--- src/rtl/fwd_bypass_pkg.sv ---
package fwd_bypass_pkg;

    localparam int REG_IDX_W = 5;
    localparam int OPND_W    = 32;
    localparam int NUM_STG   = 3;
    localparam int SEL_W     = $clog2(NUM_STG + 1);

    // Select encoding; the order is the bypass priority (lower code wins).
    typedef enum logic [SEL_W-1:0] {
        SRC_REGFILE = 2'd0,
        SRC_EXEC    = 2'd1,
        SRC_MEMORY  = 2'd2,
        SRC_RETIRE  = 2'd3
    } src_sel_e;

    typedef struct packed {
        logic                 wen;
        logic [REG_IDX_W-1:0] dst;
    } wr_tag_t;

    // A producer is a candidate only when it writes a real register.
    function automatic logic tag_hits(input wr_tag_t tag,
                                      input logic [REG_IDX_W-1:0] idx);
        return tag.wen && (tag.dst == idx) && (tag.dst != '0);
    endfunction

    function automatic src_sel_e code_of_stage(input int unsigned stg);
        return src_sel_e'(stg + 1);
    endfunction

endpackage

--- src/rtl/fwd_hit_detect.sv ---
module fwd_hit_detect
    import fwd_bypass_pkg::*;
#(
    parameter int N_STG = NUM_STG
) (
    input  logic [REG_IDX_W-1:0] src_idx_i,
    input  wr_tag_t              tags_i [N_STG],
    output logic [N_STG-1:0]     hit_o
);
    for (genvar s = 0; s < N_STG; s++) begin : g_cmp
        assign hit_o[s] = tag_hits(tags_i[s], src_idx_i);
    end
endmodule

--- src/rtl/fwd_prio_sel.sv ---
module fwd_prio_sel
    import fwd_bypass_pkg::*;
#(
    parameter int N_STG = NUM_STG
) (
    input  logic [N_STG-1:0] hit_i,
    output src_sel_e         sel_o
);
    // Scan from the oldest stage to the youngest so the youngest hit wins.
    always_comb begin
        sel_o = SRC_REGFILE;
        for (int s = N_STG - 1; s >= 0; s--) begin
            if (hit_i[s]) begin
                sel_o = code_of_stage(unsigned'(s));
            end
        end
    end
endmodule

--- src/rtl/fwd_cop0_adjust.sv ---
module fwd_cop0_adjust
    import fwd_bypass_pkg::*;
#(
    parameter int DATA_W = OPND_W
) (
    input  logic              to_cop_i,
    input  logic              from_cop_i,
    input  logic [DATA_W-1:0] rf_rs_i,
    input  logic [DATA_W-1:0] rf_rt_i,
    input  logic [DATA_W-1:0] cop_rdata_i,
    output logic [DATA_W-1:0] base_rs_o,
    output logic [DATA_W-1:0] base_rt_o
);
    // rs carries opcode bits on both move forms: neutralise it.
    always_comb begin
        base_rs_o = (to_cop_i || from_cop_i) ? '0 : rf_rs_i;
        base_rt_o = from_cop_i ? cop_rdata_i : rf_rt_i;
    end
endmodule

--- src/rtl/fwd_operand_mux.sv ---
module fwd_operand_mux
    import fwd_bypass_pkg::*;
#(
    parameter int DATA_W = OPND_W,
    parameter int N_STG  = NUM_STG
) (
    input  src_sel_e          sel_i,
    input  logic [DATA_W-1:0] base_i,
    input  logic [DATA_W-1:0] byp_i [N_STG],
    output logic [DATA_W-1:0] opnd_o
);
    always_comb begin
        opnd_o = base_i;
        for (int s = 0; s < N_STG; s++) begin
            if (sel_i == code_of_stage(unsigned'(s))) begin
                opnd_o = byp_i[s];
            end
        end
    end
endmodule

--- src/rtl/fwd_decode_bypass.sv ---
module fwd_decode_bypass
    import fwd_bypass_pkg::*;
#(
    parameter int DATA_W = OPND_W,
    parameter int IDX_W  = REG_IDX_W
) (
    input  logic [2*IDX_W-1:0] src_fields_i,
    input  logic               cp0_to_i,
    input  logic               cp0_from_i,
    input  logic [IDX_W-1:0]   ex_dst_i,
    input  logic               ex_wen_i,
    input  logic [IDX_W-1:0]   mem_dst_i,
    input  logic               mem_wen_i,
    input  logic [IDX_W-1:0]   wb_dst_i,
    input  logic               wb_wen_i,
    input  logic [DATA_W-1:0]  rf_rs_data_i,
    input  logic [DATA_W-1:0]  rf_rt_data_i,
    input  logic [DATA_W-1:0]  ex_result_i,
    input  logic [DATA_W-1:0]  mem_wdata_i,
    input  logic [DATA_W-1:0]  wb_wdata_i,
    input  logic [DATA_W-1:0]  cp0_rdata_i,
    output logic [SEL_W-1:0]   rs_sel_o,
    output logic [SEL_W-1:0]   rt_sel_o,
    output logic [DATA_W-1:0]  rs_opnd_o,
    output logic [DATA_W-1:0]  rt_opnd_o
);
    localparam int N_OPND = 2;   // 0 = rs, 1 = rt

    wr_tag_t           tags  [NUM_STG];
    logic [DATA_W-1:0] byp   [NUM_STG];
    logic [IDX_W-1:0]  idx   [N_OPND];
    logic [DATA_W-1:0] base  [N_OPND];
    logic [DATA_W-1:0] opnd  [N_OPND];
    src_sel_e          sel   [N_OPND];

    // Stage order in the arrays equals bypass priority.
    assign tags[0] = '{wen: ex_wen_i,  dst: ex_dst_i};
    assign tags[1] = '{wen: mem_wen_i, dst: mem_dst_i};
    assign tags[2] = '{wen: wb_wen_i,  dst: wb_dst_i};
    assign byp[0]  = ex_result_i;
    assign byp[1]  = mem_wdata_i;
    assign byp[2]  = wb_wdata_i;

    assign idx[0] = src_fields_i[2*IDX_W-1:IDX_W];
    assign idx[1] = src_fields_i[IDX_W-1:0];

    fwd_cop0_adjust #(.DATA_W(DATA_W)) u_cop0 (
        .to_cop_i    (cp0_to_i),
        .from_cop_i  (cp0_from_i),
        .rf_rs_i     (rf_rs_data_i),
        .rf_rt_i     (rf_rt_data_i),
        .cop_rdata_i (cp0_rdata_i),
        .base_rs_o   (base[0]),
        .base_rt_o   (base[1])
    );

    for (genvar o = 0; o < N_OPND; o++) begin : g_opnd
        logic [NUM_STG-1:0] hit;

        fwd_hit_detect #(.N_STG(NUM_STG)) u_hit (
            .src_idx_i (idx[o]),
            .tags_i    (tags),
            .hit_o     (hit)
        );

        fwd_prio_sel #(.N_STG(NUM_STG)) u_prio (
            .hit_i (hit),
            .sel_o (sel[o])
        );

        fwd_operand_mux #(.DATA_W(DATA_W), .N_STG(NUM_STG)) u_mux (
            .sel_i  (sel[o]),
            .base_i (base[o]),
            .byp_i  (byp),
            .opnd_o (opnd[o])
        );
    end

    assign rs_sel_o  = sel[0];
    assign rt_sel_o  = sel[1];
    assign rs_opnd_o = opnd[0];
    assign rt_opnd_o = opnd[1];
endmodule

--- config.mk ---
export PLATFORM = sky130hd
export DESIGN_NAME = fwd_decode_bypass
export DESIGN_NICKNAME = d
export VERILOG_FILES = /design/src/rtl/fwd_bypass_pkg.sv /design/src/rtl/fwd_hit_detect.sv /design/src/rtl/fwd_prio_sel.sv /design/src/rtl/fwd_cop0_adjust.sv /design/src/rtl/fwd_operand_mux.sv /design/src/rtl/fwd_decode_bypass.sv
export SDC_FILE = /design/constraint.sdc
export NUM_CORES = 1
export LEC_CHECK = 0
export BUFFER_PORTS_ARGS = -buffer_cell sky130_fd_sc_hd__buf_2
export CAP_MARGIN = 20
export CORE_AREA = 2 2 112 114
export DETAILED_ROUTE_END_ITERATION = 12
export DIE_AREA = 0 0 114 116
export MAX_ROUTING_LAYER = met4
export PLACE_DENSITY = 0.66
export SETUP_SLACK_MARGIN = 0.2
export SYNTH_ARGS = -nofsm -noshare
export SYNTH_HDL_FRONTEND = slang
export SYNTH_SLANG_ARGS = --single-unit
--- constraint.sdc ---
create_clock -name vclk -period 1.8
set_clock_uncertainty 0.15 [all_clocks]
set_input_delay 0.09 -clock vclk [all_inputs]
set_output_delay 0.09 -clock vclk [all_outputs]
set_load 0.05 [all_outputs]
==> run summary <==
Status = complete, but fails checks
Failing checks = negative setup slack
Min Hold Slack = 409 ps
Rows = 40
Compound-gate portion of the synthesized area = 41.6%
Final period utilization = 125%
Switching part of the total power = 57.0%
Fill cells = 1,096
Fin crit period = 2250 ps
Gr usage total = 27.7%
Worst setup SP type = input port
Adder-Cell Fraction of Synth Area = 0%
Vias in the first global route = 5,313
Hold_sp = mem_wdata_i[27]
Worst Path Max Fanout = 12
Die Wd = 114 µm
Area share of and/or/nand/nor cells after synthesis = 26.1%
Core area = 11,900 µm²
Clock Power Share = 0%
Drt wl/cell = 20.7 µm
Rel. slew slack = 72.0%
Pwr Density = 294 nW/µm²
Syn. warnings = 0
Seq_cells = 0
Setup slack after layout = -448 ps
Distinct cells, synth = 41
DRC = 0
Register share of total power = 0%
Multiplexer area fraction after synthesis = 10.5%
HPWL after DPL = 13,600 µm
Critical path class = input port to output port
Post-Syn Area per Cell = 6.68 µm²
Syn_nets = 693
Pre-antenna DRT Iters = 5
Register area share after synthesis = 0%
RSZ-0062 raised after global routing = true
Largest net degree at the start of global routing = 34
Final cell count without fillers = 963
Final Max Slew Viols = 0
Initial antenna violation count = 2
Iter 0 DRT Violations = 578
Commonest non-fill, non-tap cells in the layout = buf_2, buf_4, nand4_1
Critical Path AT = 2010 ps
Hold Crit Class = input port to output port
Setup TNS = -22,890 ps
Via count = 5,467
Placer Congestion = 0.893
Buffers on Ports = 290
Fraction of layout instances using a drive strength above 1 = 60.9%
Die area = 13,200 µm²
IO Count = 290
Most common cell after layout, fill and taps aside = buf_2
Crit path from = mem_dst_i[4]
Starting utilization of the core area = 26.4%
Largest family of logic cells by synthesized area = compound AO/OA/AOI/OAI gates
Dpl cells = 931
Leak = 3.06 nW
Final Core Density = 59.3%
Drt via density = 5.68
Slew at the pin closest to its max-slew limit = 416 ps
Chip Height = 116 µm
Clock buffer count = 0
Reg area = 0 µm²
Post-synthesis instance area = 3150 µm²
Post-route ant nets = 0
Max-cap viol count = 0
Achievable Freq = 0.445 GHz
Area grow syn2layout = 124%
Cell internal pwr = 0.894 mW
Worst setup EP type = output port
NumNets Final = 1,038
Final Hold Viols = 0
Global-route wire length before repair = 28,100 µm
Global route overflow = 0
Net Switching = 1.18 mW
Placed cell areas = 5810 µm²
Comb pwr share = 100.0%
WL final = 20,000 µm
Worst EP required = 1560 ps
Post-Syn Instances = 471
Setup violators final = 68
Max VDD drop = 0.142 mV
Design Area, Final = 7060 µm²
Synth Area in XOR/XNOR = 8.35%
## path summary, 6_finish.rpt
kind	cells after the start	slack, ps	to
max	8	-450	rs_opnd_o[29]
min	4	410	rs_opnd_o[27]
## critical path, stage by stage
cell,delay [ps]
buf_6,90
or4_4,560
o211a_4,300
nand2_8,120
buf_12,140
nand4_1,160
a221oi_4,340
buf_6,200
## cell usage after synthesis (3+ instances only)
| master | number | area, µm² |
|---|---|---|
| xnor2_1 | 28 | 245 |
| o21ai_0 | 58 | 290 |
| mux2i_1 | 33 | 330 |
| buf_4 | 5 | 37.5 |
| a211oi_2 | 19 | 238 |
| nand2_1 | 33 | 124 |
| inv_1 | 29 | 109 |
| nor2_1 | 35 | 131 |
| a211oi_1 | 14 | 105 |
| a21oi_1 | 3 | 15.0 |
| o21ai_1 | 5 | 25.0 |
| buf_6 | 8 | 90.1 |
| nand4_1 | 67 | 419 |
| nor3_1 | 4 | 20.0 |
| clkbuf_1 | 25 | 93.8 |
| o211ai_1 | 32 | 240 |
| a221oi_1 | 19 | 166 |
| buf_2 | 18 | 90.1 |
| a221oi_2 | 9 | 135 |
## stage by stage
step	setup WS (ps)	total power [mW]
global placement	-535	1.75
detailed placement	-553	1.76
global route	-487	2.17
floorplan	-564	1.09
CTS	-418	2.02
finish	-448	2.08
## layer usage
metal,vias to the layer above,part of all wire (%),global-route usage [%]
met5,-,0,-
li1,2519,-,-
met3,43,7.7,2.04
met1,2574,40,34.5
met2,331,51,48.7
met4,0,1.8,7.15
## logic make-up (layout without fill, tap and decap cells)
family,after synthesis,count (layout)
buffers and inverters,85,426
AND/OR/NAND/NOR,155,157
other,0,2
XOR/XNOR,30,30
multiplexers,33,33
AO/OA/AOI/OAI,168,168
## layout make-up
type | count | area, µm² | area share [%]
Antenna cell | 2 | 5.00 | 0.0709
Inverter | 29 | 109 | 1.54
Tap cell | 147 | 184 | 2.61
Timing Repair Buffer | 397 | 3240 | 45.9
Multi-Input combinational cell | 388 | 3520 | 49.9
## power groups by stage
stage               sequential, mW   clock [mW]  combinational, mW
CTS                              0            0               2.02
detailed placement               0            0               1.76
finish                           0  0.000000149               2.08
global route                     0  0.000000149               2.17
global placement                 0            0               1.75
floorplan                        0            0               1.09
## timing repair
| action | 4_1_cts | 5_1_grt |
|---|---|---|
| setup buffers | 11 | 8 |
| pin swaps | 51 | 41 |
| hold buffers | 0 | 0 |
| cloned | 8 | 3 |
| endpoints found under the setup margin | 68 | 68 |
| gates resized for setup | 176 | 30 |
No activity file was read; power rests on OpenSTA's default activity.
